[config.mk]
export PLATFORM = sky130hd
export DESIGN_NAME = wdt_window
export DESIGN_NICKNAME = d
export VERILOG_FILES = /design/src/rtl/wdt_pkg.sv /design/src/rtl/wdt_kick_sync.sv /design/src/rtl/wdt_window_timer.sv /design/src/rtl/wdt_early_count.sv /design/src/rtl/wdt_trip_timer.sv /design/src/rtl/wdt_window.sv
export SDC_FILE = /design/constraint.sdc
export NUM_CORES = 1
export LEC_CHECK = 0
export ABC_CLOCK_PERIOD_IN_PS = 2500
export CORE_MARGIN = 8
export CORE_UTILIZATION = 45
export CTS_CLUSTER_DIAMETER = 100
export DETAILED_ROUTE_END_ITERATION = 8
export GPL_TIMING_DRIVEN = 0
export PLACE_DENSITY = 0.63
export SETUP_SLACK_MARGIN = 0.4
export SYNTH_ARGS = -nofsm -noshare
export SYNTH_HDL_FRONTEND = slang
export SYNTH_SLANG_ARGS = --single-unit
[constraint.sdc]
create_clock -name clk -period 2.5 [get_ports clk]
set_input_delay 0.5 -clock clk [delete_from_list [all_inputs] [get_ports clk]]
set_output_delay 0.5 -clock clk [all_outputs]
set_load 0.05 [all_outputs]
[src/rtl/wdt_pkg.sv]
// Shared definitions for the windowed watchdog.
// Assumes the short limit is given in clock cycles. The long limit and the
// fault width come from it by fixed shifts.
package wdt_pkg;

    // Controller state: watching the window, or holding the fault low
    typedef enum logic {
        WDT_WATCH = 1'b0,
        WDT_TRIP  = 1'b1
    } wdt_state_e;

    // Long limit: sixteen short periods
    function automatic int unsigned slow_of(input int unsigned fast);
        return fast << 4;
    endfunction

    // Fault width: one eighth of the long limit, which is two short periods
    function automatic int unsigned trip_of(input int unsigned fast);
        return fast << 1;
    endfunction

endpackage

[src/rtl/wdt_kick_sync.sv]
// Kick input conditioning: a chain of STAGES flops followed by a falling-edge
// detector. Assumes STAGES >= 2. The chain resets to the idle-high level, so
// leaving reset never produces a false edge. fall_o is a one-cycle pulse.
module wdt_kick_sync #(
    parameter int unsigned STAGES = 2
) (
    input  logic clk,
    input  logic rst_n,
    input  logic kick_n_i,
    output logic fall_o
);

    logic [STAGES-1:0] chain_q;
    logic              last_q;

    // Shift the raw kick through the synchronising chain
    always_ff @(posedge clk) begin
        if (!rst_n) begin
            chain_q <= '1;
        end else begin
            chain_q <= {chain_q[STAGES-2:0], kick_n_i};
        end
    end

    // Hold the previous synchronised level for edge detection
    always_ff @(posedge clk) begin
        if (!rst_n) begin
            last_q <= 1'b1;
        end else begin
            last_q <= chain_q[STAGES-1];
        end
    end

    // High-to-low transition of the synchronised kick
    always_comb begin
        fall_o = last_q & ~chain_q[STAGES-1];
    end

endmodule

[src/rtl/wdt_window_timer.sv]
// Window cycle counter. It counts up while run_i is high and holds at LAST,
// where expire_o is raised. It clears when run_i is low or restart_i pulses.
// Assumes LAST fits in CNT_W bits.
module wdt_window_timer #(
    parameter int unsigned CNT_W = 7,
    parameter int unsigned LAST  = 127
) (
    input  logic             clk,
    input  logic             rst_n,
    input  logic             run_i,
    input  logic             restart_i,
    output logic [CNT_W-1:0] count_o,
    output logic             expire_o
);

    logic [CNT_W-1:0] count_q;

    // Advance, restart or hold the window count
    always_ff @(posedge clk) begin
        if (!rst_n) begin
            count_q <= '0;
        end else if (!run_i || restart_i) begin
            count_q <= '0;
        end else if (!expire_o) begin
            count_q <= count_q + 1'b1;
        end
    end

    // Expose the count and flag the final window cycle
    always_comb begin
        count_o  = count_q;
        expire_o = (count_q == CNT_W'(LAST));
    end

endmodule

[src/rtl/wdt_early_count.sv]
// Tally of early kick edges within one window. It saturates at LIMIT, and
// full_o marks that the next early edge is one too many. clr_i takes
// priority over inc_i.
module wdt_early_count #(
    parameter int unsigned LIMIT = 2,
    parameter int unsigned W     = 2
) (
    input  logic         clk,
    input  logic         rst_n,
    input  logic         clr_i,
    input  logic         inc_i,
    output logic [W-1:0] count_o,
    output logic         full_o
);

    logic [W-1:0] count_q;

    // Clear on a new window, otherwise count early edges
    always_ff @(posedge clk) begin
        if (!rst_n) begin
            count_q <= '0;
        end else if (clr_i) begin
            count_q <= '0;
        end else if (inc_i && !full_o) begin
            count_q <= count_q + 1'b1;
        end
    end

    // Report the tally and whether the tolerance is used up
    always_comb begin
        count_o = count_q;
        full_o  = (count_q == W'(LIMIT));
    end

endmodule

[src/rtl/wdt_trip_timer.sv]
// Fault hold timer. It counts the cycles the fault output has been low and
// raises done_o on the last one. It rests at zero while inactive.
module wdt_trip_timer #(
    parameter int unsigned W    = 4,
    parameter int unsigned LAST = 15
) (
    input  logic         clk,
    input  logic         rst_n,
    input  logic         active_i,
    output logic [W-1:0] count_o,
    output logic         done_o
);

    logic [W-1:0] count_q;

    // Count fault cycles while the fault is held
    always_ff @(posedge clk) begin
        if (!rst_n) begin
            count_q <= '0;
        end else if (!active_i) begin
            count_q <= '0;
        end else if (!done_o) begin
            count_q <= count_q + 1'b1;
        end
    end

    // Expose the count and flag the last fault cycle
    always_comb begin
        count_o = count_q;
        done_o  = (count_q == W'(LAST));
    end

endmodule

[src/rtl/wdt_window.sv]
// Windowed watchdog top. It synchronises the kick input and classifies each
// falling edge as early (window count below FAST_CYCLES) or valid. A valid
// edge restarts the window. Edges past the early tolerance, or a window that
// runs out, move the controller to the fault state. The fault is held for a
// fixed width, and kicks are ignored meanwhile.
// Assumes FAST_CYCLES >= 4 and SYNC_STAGES >= 2.
module wdt_window
    import wdt_pkg::*;
#(
    parameter int unsigned FAST_CYCLES = 8,
    parameter int unsigned SYNC_STAGES = 2,
    parameter int unsigned EARLY_LIMIT = 2
) (
    input  logic clk,
    input  logic rst_n,
    input  logic kick_n,
    output logic wdo_n
);

    localparam int unsigned SLOW_T  = slow_of(FAST_CYCLES);
    localparam int unsigned TRIP_T  = trip_of(FAST_CYCLES);
    localparam int unsigned CNT_W   = $clog2(SLOW_T);
    localparam int unsigned TRIP_W  = $clog2(TRIP_T);
    localparam int unsigned EARLY_W = $clog2(EARLY_LIMIT + 1);

    wdt_state_e          state_q;
    wdt_state_e          state_d;
    logic                kick_fall;
    logic [CNT_W-1:0]    win_cnt;
    logic                win_expire;
    logic [EARLY_W-1:0]  early_cnt;
    logic                early_full;
    logic [TRIP_W-1:0]   trip_cnt;
    logic                trip_done;
    logic                watching;
    logic                in_fast;
    logic                early_fall;
    logic                valid_fall;
    logic                trip;

    wdt_kick_sync #(
        .STAGES (SYNC_STAGES)
    ) u_sync (
        .clk      (clk),
        .rst_n    (rst_n),
        .kick_n_i (kick_n),
        .fall_o   (kick_fall)
    );

    wdt_window_timer #(
        .CNT_W (CNT_W),
        .LAST  (SLOW_T - 1)
    ) u_win (
        .clk       (clk),
        .rst_n     (rst_n),
        .run_i     (watching),
        .restart_i (valid_fall),
        .count_o   (win_cnt),
        .expire_o  (win_expire)
    );

    wdt_early_count #(
        .LIMIT (EARLY_LIMIT),
        .W     (EARLY_W)
    ) u_early (
        .clk     (clk),
        .rst_n   (rst_n),
        .clr_i   (!watching || valid_fall),
        .inc_i   (early_fall),
        .count_o (early_cnt),
        .full_o  (early_full)
    );

    wdt_trip_timer #(
        .W    (TRIP_W),
        .LAST (TRIP_T - 1)
    ) u_trip (
        .clk      (clk),
        .rst_n    (rst_n),
        .active_i (!watching),
        .count_o  (trip_cnt),
        .done_o   (trip_done)
    );

    // Classify the current kick edge against the window
    always_comb begin
        watching   = (state_q == WDT_WATCH);
        in_fast    = (win_cnt < CNT_W'(FAST_CYCLES));
        early_fall = watching && kick_fall && in_fast;
        valid_fall = watching && kick_fall && !in_fast;
        trip       = (early_fall && early_full) ||
                     (watching && !kick_fall && win_expire);
    end

    // Next-state choice between watching and fault hold
    always_comb begin
        state_d = state_q;
        unique case (state_q)
            WDT_WATCH: if (trip)      state_d = WDT_TRIP;
            WDT_TRIP:  if (trip_done) state_d = WDT_WATCH;
            default:                  state_d = WDT_WATCH;
        endcase
    end

    // Controller state register, reset to watching
    always_ff @(posedge clk) begin
        if (!rst_n) begin
            state_q <= WDT_WATCH;
        end else begin
            state_q <= state_d;
        end
    end

    // Fault output follows the state register directly
    assign wdo_n = watching;

endmodule

==> run_results.csv, run 1 <==
group,metric,value,unit
clock_tree,cts-resized-gates,0,
placement,preCtsSetupSlack,0.672,ns
global_routing,grt_max_degree,11,
setup_path,ff2ff_path_depth,4,
power_and_ir_drop,intPower,0.000353,W
routing,detail-route-antenna-nets,0,
routing,drtIter0Drc,6,
setup_path,critical-path-max-stage-delay,0.80,ns
clock_tree,post_cts_buffers,0,
finish,nFillCells,158,
clock_tree,cts.sinks,17,
finish,fin_nets,96,
timing,rsz0062_at_grt,"false",
clock_tree,insertion_delay,0.29,ns
global_routing,grt_pass1_wl,2530,um
timing,slew_headroom,66.8,%
routing,wl,1350,um
power_and_ir_drop,power_frac_seq,61.6,%
timing,final_hold_viol_count,0,
timing,final.setup_skew,0.00801,ns
synth,netlist_instances,82,
power_and_ir_drop,leakage,0.300,nW
clock_tree,cts_buffers,3,
setup_path,critPathKind,"flop to output port",
timing,setup_tns,0,ns
clock_tree,path_clk_slew,0.11,ns
clock_tree,cts-root-buf,"clkbuf_4",
power_and_ir_drop,p_switching,0.000112,W
setup_path,r2r-start,"u_win.count_o[1]",
routing,wl_per_cell,11.8,um
die,fp-row-count,15,
clock_tree,clock_path_buffers,2,
timing,finalCritPeriodShare,80.2,%
die,dieArea,3390,um^2
clock_tree,cts_hold_buf,0,
power_and_ir_drop,peakVddDrop,0.000344,V
setup_path,worstPathRequired,2.00,ns
setup_path,path_max_fanout,4,
global_routing,first_global_vias,634,
synth,ys_types,28,
timing,tightest_slew,0.496,ns
setup_path,rrSetupSlack,1.07,ns
clock_tree,cts_max_level,1,
timing,finalSetupViolations,0,
timing,fin_ws,0.496,ns
synth,syn_nets,88,
placement,gp_congestion,0.862,
setup_path,worstReg2RegEnd,"state_q",
finish,fin_area,891,um^2
status,outcome,"completed",
power_and_ir_drop,powerDensity,522,nW/um^2
setup_path,crit_chain,"inv_1 -> clkdlybuf4s50_1",
die,die_y,58.2,um
finish,antennaDiodeCount,0,
routing,viasPerCell,5.43,
setup_path,crit_family,"buffers and inverters",
setup_path,crit_path_top_delay_cell,"clkdlybuf4s50_1",
synth,yosysSeqAreaShare,42.4,%
placement,placement.io_buffers,3,
setup_path,crit_path_start_kind,"flop",
placement,place_area,863,um^2
setup_path,end_kind,"output port",
setup_path,crit_cells,2,
synth,ys_warn_count,0,
clock_tree,cts_tree,"built",
die,fp.dieW,58.2,um
timing,max_freq,499,MHz
timing,finalCriticalPeriod,2.00,ns
hold_path,whs_path_depth,1,
finish,drive_gt1_share,16.9,%
placement,dp_hpwl,987,um
timing,drv_slew,0,
setup_path,critPathArrivalTime,1.50,ns
finish,area_growth_syn_to_layout,11.1,%
routing,drc,0,
routing,vias,619,
global_routing,grtUsageTotal,9.16,%
die,io_pins,4,
hold_path,worstHoldStart,"u_sync.chain_q[0]",
die,coreArea,1710,um^2
routing,dr.pass1.iters,4,
hold_path,hp-class,"flop to flop",
job,drv_cap,0,
power_and_ir_drop,clkPwrFrac,31.4,%
die,start_util,47.0,%
hold_path,whs_endpoint,"u_sync.chain_q[1]",
synth,synth_seq_cells,17,
power_and_ir_drop,combPwrFrac,7.0,%
setup_path,worstPathBufferInverterCount,2,
synth,netlist_area,802,um^2
synth,synth.avg_cell_area,9.78,um^2
power_and_ir_drop,p_sw_share,24.0,%
global_routing,gr-total-overflow,0,
global_routing,antenna_found_initial,0,
## cells in the final DEF, fill, tap and decap left out, drive strengths merged
| master | n |
|---|---|
| clkdlybuf4s50 | 3 |
| nor3b | 3 |
| buf | 1 |
| o21ai | 3 |
| nor2 | 8 |
| inv | 3 |
| dfxtp | 17 |
| a211oi | 3 |
| a21oi | 2 |
| clkinv | 1 |
| a311oi | 1 |
| nand2b | 4 |
| nand3 | 7 |
| clkbuf | 3 |
| a221oi | 1 |
| xnor2 | 1 |
| nand2 | 5 |
| nor3 | 4 |
| mux2i | 1 |
| nor4 | 1 |
| ha | 3 |
| and3 | 1 |
| o311ai | 1 |
| and4 | 1 |
| a31oi | 4 |
| nor2b | 2 |
| and2 | 1 |
| nand4 | 4 |
## layout make-up
cell class	count	area, um^2	share of cell area, %
Multi-Input combinational cell	61	439	49.3
Clock buffer	3	22.5	2.53
Sequential cell	17	340	38.2
Timing Repair Buffer	3	30.0	3.37
Clock inverter	1	5.00	0.562
Inverter	3	11.3	1.26
Tap cell	25	31.3	3.51
Buffer	1	11.3	1.26
## power by group through the flow
stage	Sequential (W)	Clock, W	Combinational, W
2_1_floorplan	0.000291	0	0.0000240
3_3_place_gp	0.000292	0	0.0000317
3_5_place_dp	0.000293	0	0.0000326
4_1_cts	0.000287	0.000154	0.0000328
5_1_grt	0.000289	0.000163	0.0000377
6_report	0.000287	0.000146	0.0000325
## per-layer routing
layer	vias up	part of all wire [%]	global-route usage, %
li1	315	-	-
met1	289	50	11.2
met2	13	45	14.8
met3	2	4.0	1.99
met4	0	0.96	4.20
met5	-	0	0
## flip-flops by register name, indices dropped and copies added, names as in the netlist
| signal | count |
|---|---|
| u_trip.count_o | 4 |
| u_early.count_o | 2 |
| u_win.count_o | 7 |
| u_sync.chain_q | 2 |
| state_q | 1 |
| u_sync.last_q | 1 |
## synth_stat cells
master     n  area share, %
dfxtp_1   17             42
nor2_1     8            3.7
nand3_1    7            4.4
nand2_1    5            2.3
a31oi_1    4            3.1
nand2b_1   4            3.1
nand4_1    4            3.1
a211oi_2   3            4.7
ha_1       3            4.7
inv_1      3            1.4
nor3_1     3            1.9
a21oi_1    2            1.2
nor2b_1    2            1.6
nor3b_1    2            1.9
o21ai_0    2            1.2
a221oi_2   1            1.9
a311oi_1   1            1.1
and2_1     1           0.78
and3_1     1           0.78
and4_4     1            1.4
buf_6      1            1.4
mux2i_1    1            1.2
nor3_2     1            1.2
nor3b_2    1            1.6
nor4_4     1            2.7
o21ai_4    1            2.0
o311ai_2   1            2.0
xnor2_1    1            1.1
## how the worst max path moves through the flow
stage / startpoint / to / slack (ns)
after CTS: state_q / wdo_n / 0.47
after floorplan: u_win.count_o[0] / state_q / 1.24
final: state_q / wdo_n / 0.50
after detailed placement: rst_n / u_win.count_o[0] / 0.67
after global placement: rst_n / u_win.count_o[4] / 0.69
after global routing: state_q / wdo_n / 0.45
## cell families (layout without fill, tap and decap cells)
kind of cell / after synthesis / count (layout) / synth area share, %
flops: 17 / 17 / 42.4
mux: 1 / 1 / 1.25
buf+inv: 4 / 11 / 2.81
compound gates: 15 / 15 / 17.3
fa+ha+maj: 3 / 3 / 4.68
xor+xnor: 1 / 1 / 1.09
simple gates: 41 / 41 / 30.4
## through the flow
stage,hold WS [ns],total power (W),util [%],instances
floorplan,0.386,0.000315,-,82
global placement,0.393,0.000324,50.5,110
detailed placement,0.396,0.000325,50.5,110
CTS,0.424,0.000473,52.2,114
global route,0.475,0.000490,52.2,114
finish,0.417,0.000465,52.2,114
(Power assumes the default switching activity.)
==> run 2: changes to the inputs <==
--- a/config.mk
+++ b/config.mk
@@ -5,13 +5,13 @@
 export SDC_FILE = /design/constraint.sdc
 export NUM_CORES = 1
 export LEC_CHECK = 0
-export ABC_CLOCK_PERIOD_IN_PS = 2500
+export ABC_CLOCK_PERIOD_IN_PS = 1700
 export CORE_MARGIN = 8
 export CORE_UTILIZATION = 45
 export CTS_CLUSTER_DIAMETER = 100
 export DETAILED_ROUTE_END_ITERATION = 8
 export GPL_TIMING_DRIVEN = 0
-export PLACE_DENSITY = 0.63
+export PLACE_DENSITY = 0.65
 export SETUP_SLACK_MARGIN = 0.4
 export SYNTH_ARGS = -nofsm -noshare
 export SYNTH_HDL_FRONTEND = slang
==> constraint.sdc (replaced) <==
create_clock -name clk -period 1.7 [get_ports clk]
set_input_delay 0.34 -clock clk [delete_from_list [all_inputs] [get_ports clk]]
set_output_delay 0.34 -clock clk [all_outputs]
set_load 0.05 [all_outputs]
==> run 2 against run 1 <==
Effect of this change:
- critical path depth did not move
- hold slack worse by 0.065 ns
- non-clock buffer count rose by 1
- highest routed layer unchanged
- design area increased by 5.9%
- count of clock-buffer cells in the layout increased by 1
- combinational power increased by 60%
- clock skew decreased by 0.0018 ns
==> run_results.csv, run 2 (synthesis results as in run 1) <==
group,metric,value,unit
clock_tree,cts.sinks,17,
setup_path,critPathKind,"flop to output port",
clock_tree,cts_hold_buf,0,
die,die_y,58.2,um
die,dieArea,3390,um^2
timing,finalSetupViolations,0,
timing,setup_tns,0,ns
global_routing,gr-total-overflow,0,
setup_path,crit_path_start_kind,"flop",
finish,area_growth_syn_to_layout,17.6,%
clock_tree,clock_path_buffers,2,
finish,mostFrequentLayoutCells,"11 x dfxtp_1, 8 x nor2_1, 6 x nand3_1",
setup_path,end_kind,"output port",
setup_path,worstPathRequired,1.36,ns
global_routing,grt_max_degree,10,
power_and_ir_drop,power_frac_seq,61.3,%
setup_path,critPathArrivalTime,0.91,ns
die,coreArea,1710,um^2
power_and_ir_drop,intPower,0.000528,W
global_routing,grt_pass1_wl,2510,um
timing,finalCritPeriodShare,73.7,%
clock_tree,cts_tree,"built",
routing,viasPerCell,5.57,
power_and_ir_drop,combPwrFrac,7.5,%
placement,dp_hpwl,988,um
routing,drc,0,
timing,rsz0062_at_grt,"true",
finish,largest_reg_flops,7,
routing,wl_per_cell,12.4,um
finish,nFillCells,141,
routing,detail-route-antenna-nets,0,
finish,antennaDiodeCount,0,
routing,wl,1420,um
die,fp-row-count,15,
die,io_pins,4,
power_and_ir_drop,peakVddDrop,0.000475,V
timing,drv_slew,0,
global_routing,antenna_found_initial,0,
routing,vias,641,
power_and_ir_drop,leakage,0.316,nW
timing,max_freq,798,MHz
global_routing,first_global_vias,588,
clock_tree,insertion_delay,0.29,ns
clock_tree,cts-root-buf,"clkbuf_4",
power_and_ir_drop,clkPwrFrac,31.2,%
global_routing,grtUsageTotal,9.30,%
finish,fin_nets,97,
power_and_ir_drop,powerDensity,735,nW/um^2
finish,fin_util,55.2,%
clock_tree,cts_buffers,3,
power_and_ir_drop,p_sw_share,23.8,%
die,start_util,47.0,%
finish,layout_commonest_cell,"dfxtp_1",
power_and_ir_drop,finalPower,0.000693,W
die,fp.dieW,58.2,um
status,outcome,"completed",
timing,final.setup_skew,0.00624,ns
timing,finalCriticalPeriod,1.25,ns
clock_tree,path_clk_slew,0.10,ns
timing,tightest_slew,0.337,ns
placement,gp_congestion,0.825,
job,drv_cap,0,
timing,final_hold_viol_count,0,
timing,slew_headroom,77.5,%
power_and_ir_drop,p_switching,0.000165,W
setup_path,path_max_fanout,4,
hold_path,hp-class,"primary input to flop",
routing,drtIter0Drc,23,
routing,dr.pass1.iters,4,
placement,placement.io_buffers,3,
finish,drive_gt1_share,30.0,%
clock_tree,cts_max_level,1,
==> run 2: critical path, cell delays in order (launching register included) <==
cell and delay (ns):
dfxtp_2 0.35, inv_1 0.07, buf_4 0.20
==> run 2: worst paths after layout <==
check / from / to / slack [ns] / depth (start not counted)
min: rst_n / u_sync.chain_q[1] / 0.35 / 2
max: state_q / wdo_n / 0.45 / 2
max reg2reg: u_win.count_o[0] / state_q / 0.46 / 4
min reg2reg: u_sync.chain_q[0] / u_sync.chain_q[1] / 0.41 / 1
==> run 2: what timing repair did <==
action                                  4_1_cts  5_1_grt
pin swaps                                     0        5
buffers inserted                              0        1
gates cloned                                  0        0
resized for setup                            11       12
endpoints found under the setup margin        9       11
==> run 2: power by group through the flow <==
stage / Clock, W / Sequential (W) / Combinational [W]
floorplan: 0 / 0.000428 / 0.0000354
global placement: 0 / 0.000430 / 0.0000464
detailed placement: 0 / 0.000431 / 0.0000475
CTS: 0.000217 / 0.000425 / 0.0000503
global route: 0.000232 / 0.000427 / 0.0000597
finish: 0.000216 / 0.000425 / 0.0000519
==> run 2: stage by stage <==
| stage | instance area [um^2] | std cells | hold WS, ns | setup WS (ns) |
|---|---|---|---|---|
| 5_1_grt | 943 | 115 | 0.385 | 0.396 |
| 3_3_place_gp | 863 | 110 | 0.390 | 0.0583 |
| 2_1_floorplan | 802 | 82 | 0.386 | 0.440 |
| 6_report | 943 | 115 | 0.352 | 0.446 |
| 4_1_cts | 907 | 114 | 0.415 | 0.376 |
| 3_5_place_dp | 863 | 110 | 0.392 | 0.0311 |
==> run 2: layout make-up <==
type	instances	area, um^2	share of cell area (%)
buffer	1	11.3	1.19
inverter	3	11.3	1.19
sequential	17	353	37.4
multi-input combinational	61	473	50.1
timing repair buffer	4	37.5	3.98
tap	25	31.3	3.32
clock buffer	4	26.3	2.79
==> run 2: per-layer routing <==
layer  vias up  GRT usage (%)  routed length (um)
met4         0           5.24                  14
li1        321              -                   -
met5         -              0                   0
met1       301           12.8                 683
met2        17           12.7                 649
met3         2           2.21                  76
==> run 3: changes to the inputs <==
--- a/config.mk
+++ b/config.mk
@@ -5,7 +5,7 @@
 export SDC_FILE = /design/constraint.sdc
 export NUM_CORES = 1
 export LEC_CHECK = 0
-export ABC_CLOCK_PERIOD_IN_PS = 1700
+export ABC_CLOCK_PERIOD_IN_PS = 1000
 export CORE_MARGIN = 8
 export CORE_UTILIZATION = 45
 export CTS_CLUSTER_DIAMETER = 100
==> constraint.sdc (replaced) <==
create_clock -name clk -period 1 [get_ports clk]
set_input_delay 0.2 -clock clk [delete_from_list [all_inputs] [get_ports clk]]
set_output_delay 0.2 -clock clk [all_outputs]
set_load 0.05 [all_outputs]
==> run 3 against run 2 <==
Effect of this change:
- the run now ends with negative setup slack left
- combinational power grew to 2.5 times the previous value
- register-to-register slack worse by 0.67 ns
- sequential share of layout area is 6.0 points lower
- critical path depth is 1 higher
- routed wire length is 23% higher
- first-iteration DRC count is 65% lower
- final cell count is 14% higher
- clock power is 78% higher
- design area is 26% higher
- power is 76% higher
- global-route usage is 1.7 points higher
- hold slack hardly changed
- largest power group unchanged
==> run_results.csv, run 3 (synthesis results as in run 1) <==
group,metric,value,unit
timing,hold_ws,0.352,ns
finish,drive_gt1_share,56.6,%
finish,antennaDiodeCount,0,
finish,layout_commonest_cell,"buf_4",
die,dieArea,3390,um^2
timing,final_hold_viol_count,0,
setup_path,critPathArrivalTime,1.43,ns
die,start_util,47.0,%
clock_tree,cts-root-buf,"clkbuf_4",
timing,fin_ws,-0.206,ns
status,violations,"negative setup slack",
power_and_ir_drop,leakage,0.427,nW
clock_tree,cts_hold_buf,0,
die,fp.dieW,58.2,um
timing,finalSetupViolations,11,
timing,final.setup_skew,0.00266,ns
setup_path,end_kind,"flop",
hold_path,hp-class,"primary input to flop",
power_and_ir_drop,finalPower,0.00122,W
global_routing,grtUsageTotal,11.0,%
die,die_y,58.2,um
timing,drv_slew,0,
routing,dr.pass1.iters,4,
die,fp-row-count,15,
placement,preCtsSetupSlack,-0.550,ns
clock_tree,cts_tree,"built",
status,outcome,"finished, violations left",
setup_path,crit_path_start_kind,"flop",
job,drv_cap,0,
timing,setup_tns,-1.75,ns
routing,vias,693,
power_and_ir_drop,powerDensity,1030,nW/um^2
setup_path,critPathKind,"flop to flop",
setup_path,worstPathRequired,1.22,ns
routing,wl,1750,um
clock_tree,cts.sinks,17,
routing,wl_per_cell,13.3,um
timing,finalCriticalPeriod,1.21,ns
clock_tree,path_clk_slew,0.11,ns
finish,area_growth_syn_to_layout,48.7,%
finish,mostFrequentLayoutCells,"14 x buf_4, 8 x nor2_1, 8 x dfxtp_4",
timing,slew_headroom,75.4,%
clock_tree,cts_max_level,1,
routing,drc,0,
routing,drtIter0Drc,8,
routing,viasPerCell,5.29,
finish,largest_reg_flops,7,
global_routing,antenna_found_initial,0,
clock_tree,insertion_delay,0.30,ns
timing,tightest_slew,0.367,ns
global_routing,grt_max_degree,11,
placement,dp_hpwl,1050,um
timing,max_freq,829,MHz
clock_tree,clock_path_buffers,2,
global_routing,grt_pass1_wl,2980,um
global_routing,first_global_vias,711,
timing,finalCritPeriodShare,121,%
finish,nFillCells,119,
timing,rsz0062_at_grt,"true",
die,io_pins,4,
die,coreArea,1710,um^2
global_routing,gr-total-overflow,0,
placement,gp_congestion,0.828,
clock_tree,cts_buffers,3,
routing,detail-route-antenna-nets,0,
finish,fin_nets,113,
placement,placement.io_buffers,3,
power_and_ir_drop,peakVddDrop,0.000866,V
setup_path,path_max_fanout,8,
[run 3: report_power, final]
| group | internal (W) | switching, W |
|---|---|---|
| Sequential | 0.000684 | 0.0000226 |
| Clock | 0.000149 | 0.000236 |
| Combinational | 0.0000705 | 0.0000609 |
| Total | 0.000904 | 0.000319 |
[run 3: layer usage]
| layer | GRT usage [%] | share of wire, % | vias to the layer above |
|---|---|---|---|
| li1 | - | - | 352 |
| met1 | 13.6 | 47 | 324 |
| met2 | 17.5 | 48 | 10 |
| met3 | 1.99 | 2.2 | 7 |
| met4 | 5.94 | 3.0 | 0 |
| met5 | 0 | 0 | - |
[run 3: cell type report]
cell class / count / area, um^2 / share of cell area [%]
clock inverters: 1 / 5.00 / 0.420
clock buffers: 3 / 22.5 / 1.89
repair buffers: 20 / 169 / 14.2
flip-flops and latches: 17 / 374 / 31.4
inverters: 3 / 15.0 / 1.26
plain buffers: 1 / 11.3 / 0.944
multi-input cells: 61 / 564 / 47.3
well taps: 25 / 31.3 / 2.62
[run 3: worst max-delay path, cell delays in order, from the launching register on]
cell	delay [ns]
dfxtp_4	0.38
nor4_4	0.39
o21ai_4	0.16
a221oi_2	0.19
[run 3: repair_timing]
action | in CTS | in global routing
resized for setup | 23 | 11
pin swaps | 5 | 9
endpoints found under the setup margin | 18 | 16
setup buffers | 9 | 8
[run 3: final timing paths]
path	cells past startpoint	startpoint	end	slack, ns
setup reg to reg	3	u_win.count_o[3]	u_win.count_o[4]	-0.21
setup / recovery	3	u_win.count_o[3]	u_win.count_o[4]	-0.21
hold / removal	2	rst_n	u_sync.chain_q[1]	0.35
hold reg to reg	1	u_sync.chain_q[0]	u_sync.chain_q[1]	0.42
[run 3: per-stage QoR]
stage	cells	utilization, %	instance area (um^2)
4_1_cts	123	63.2	1080
5_1_grt	131	69.8	1190
6_report	131	69.8	1190
3_3_place_gp	110	54.6	932
3_5_place_dp	110	54.6	932
2_1_floorplan	82	-	871
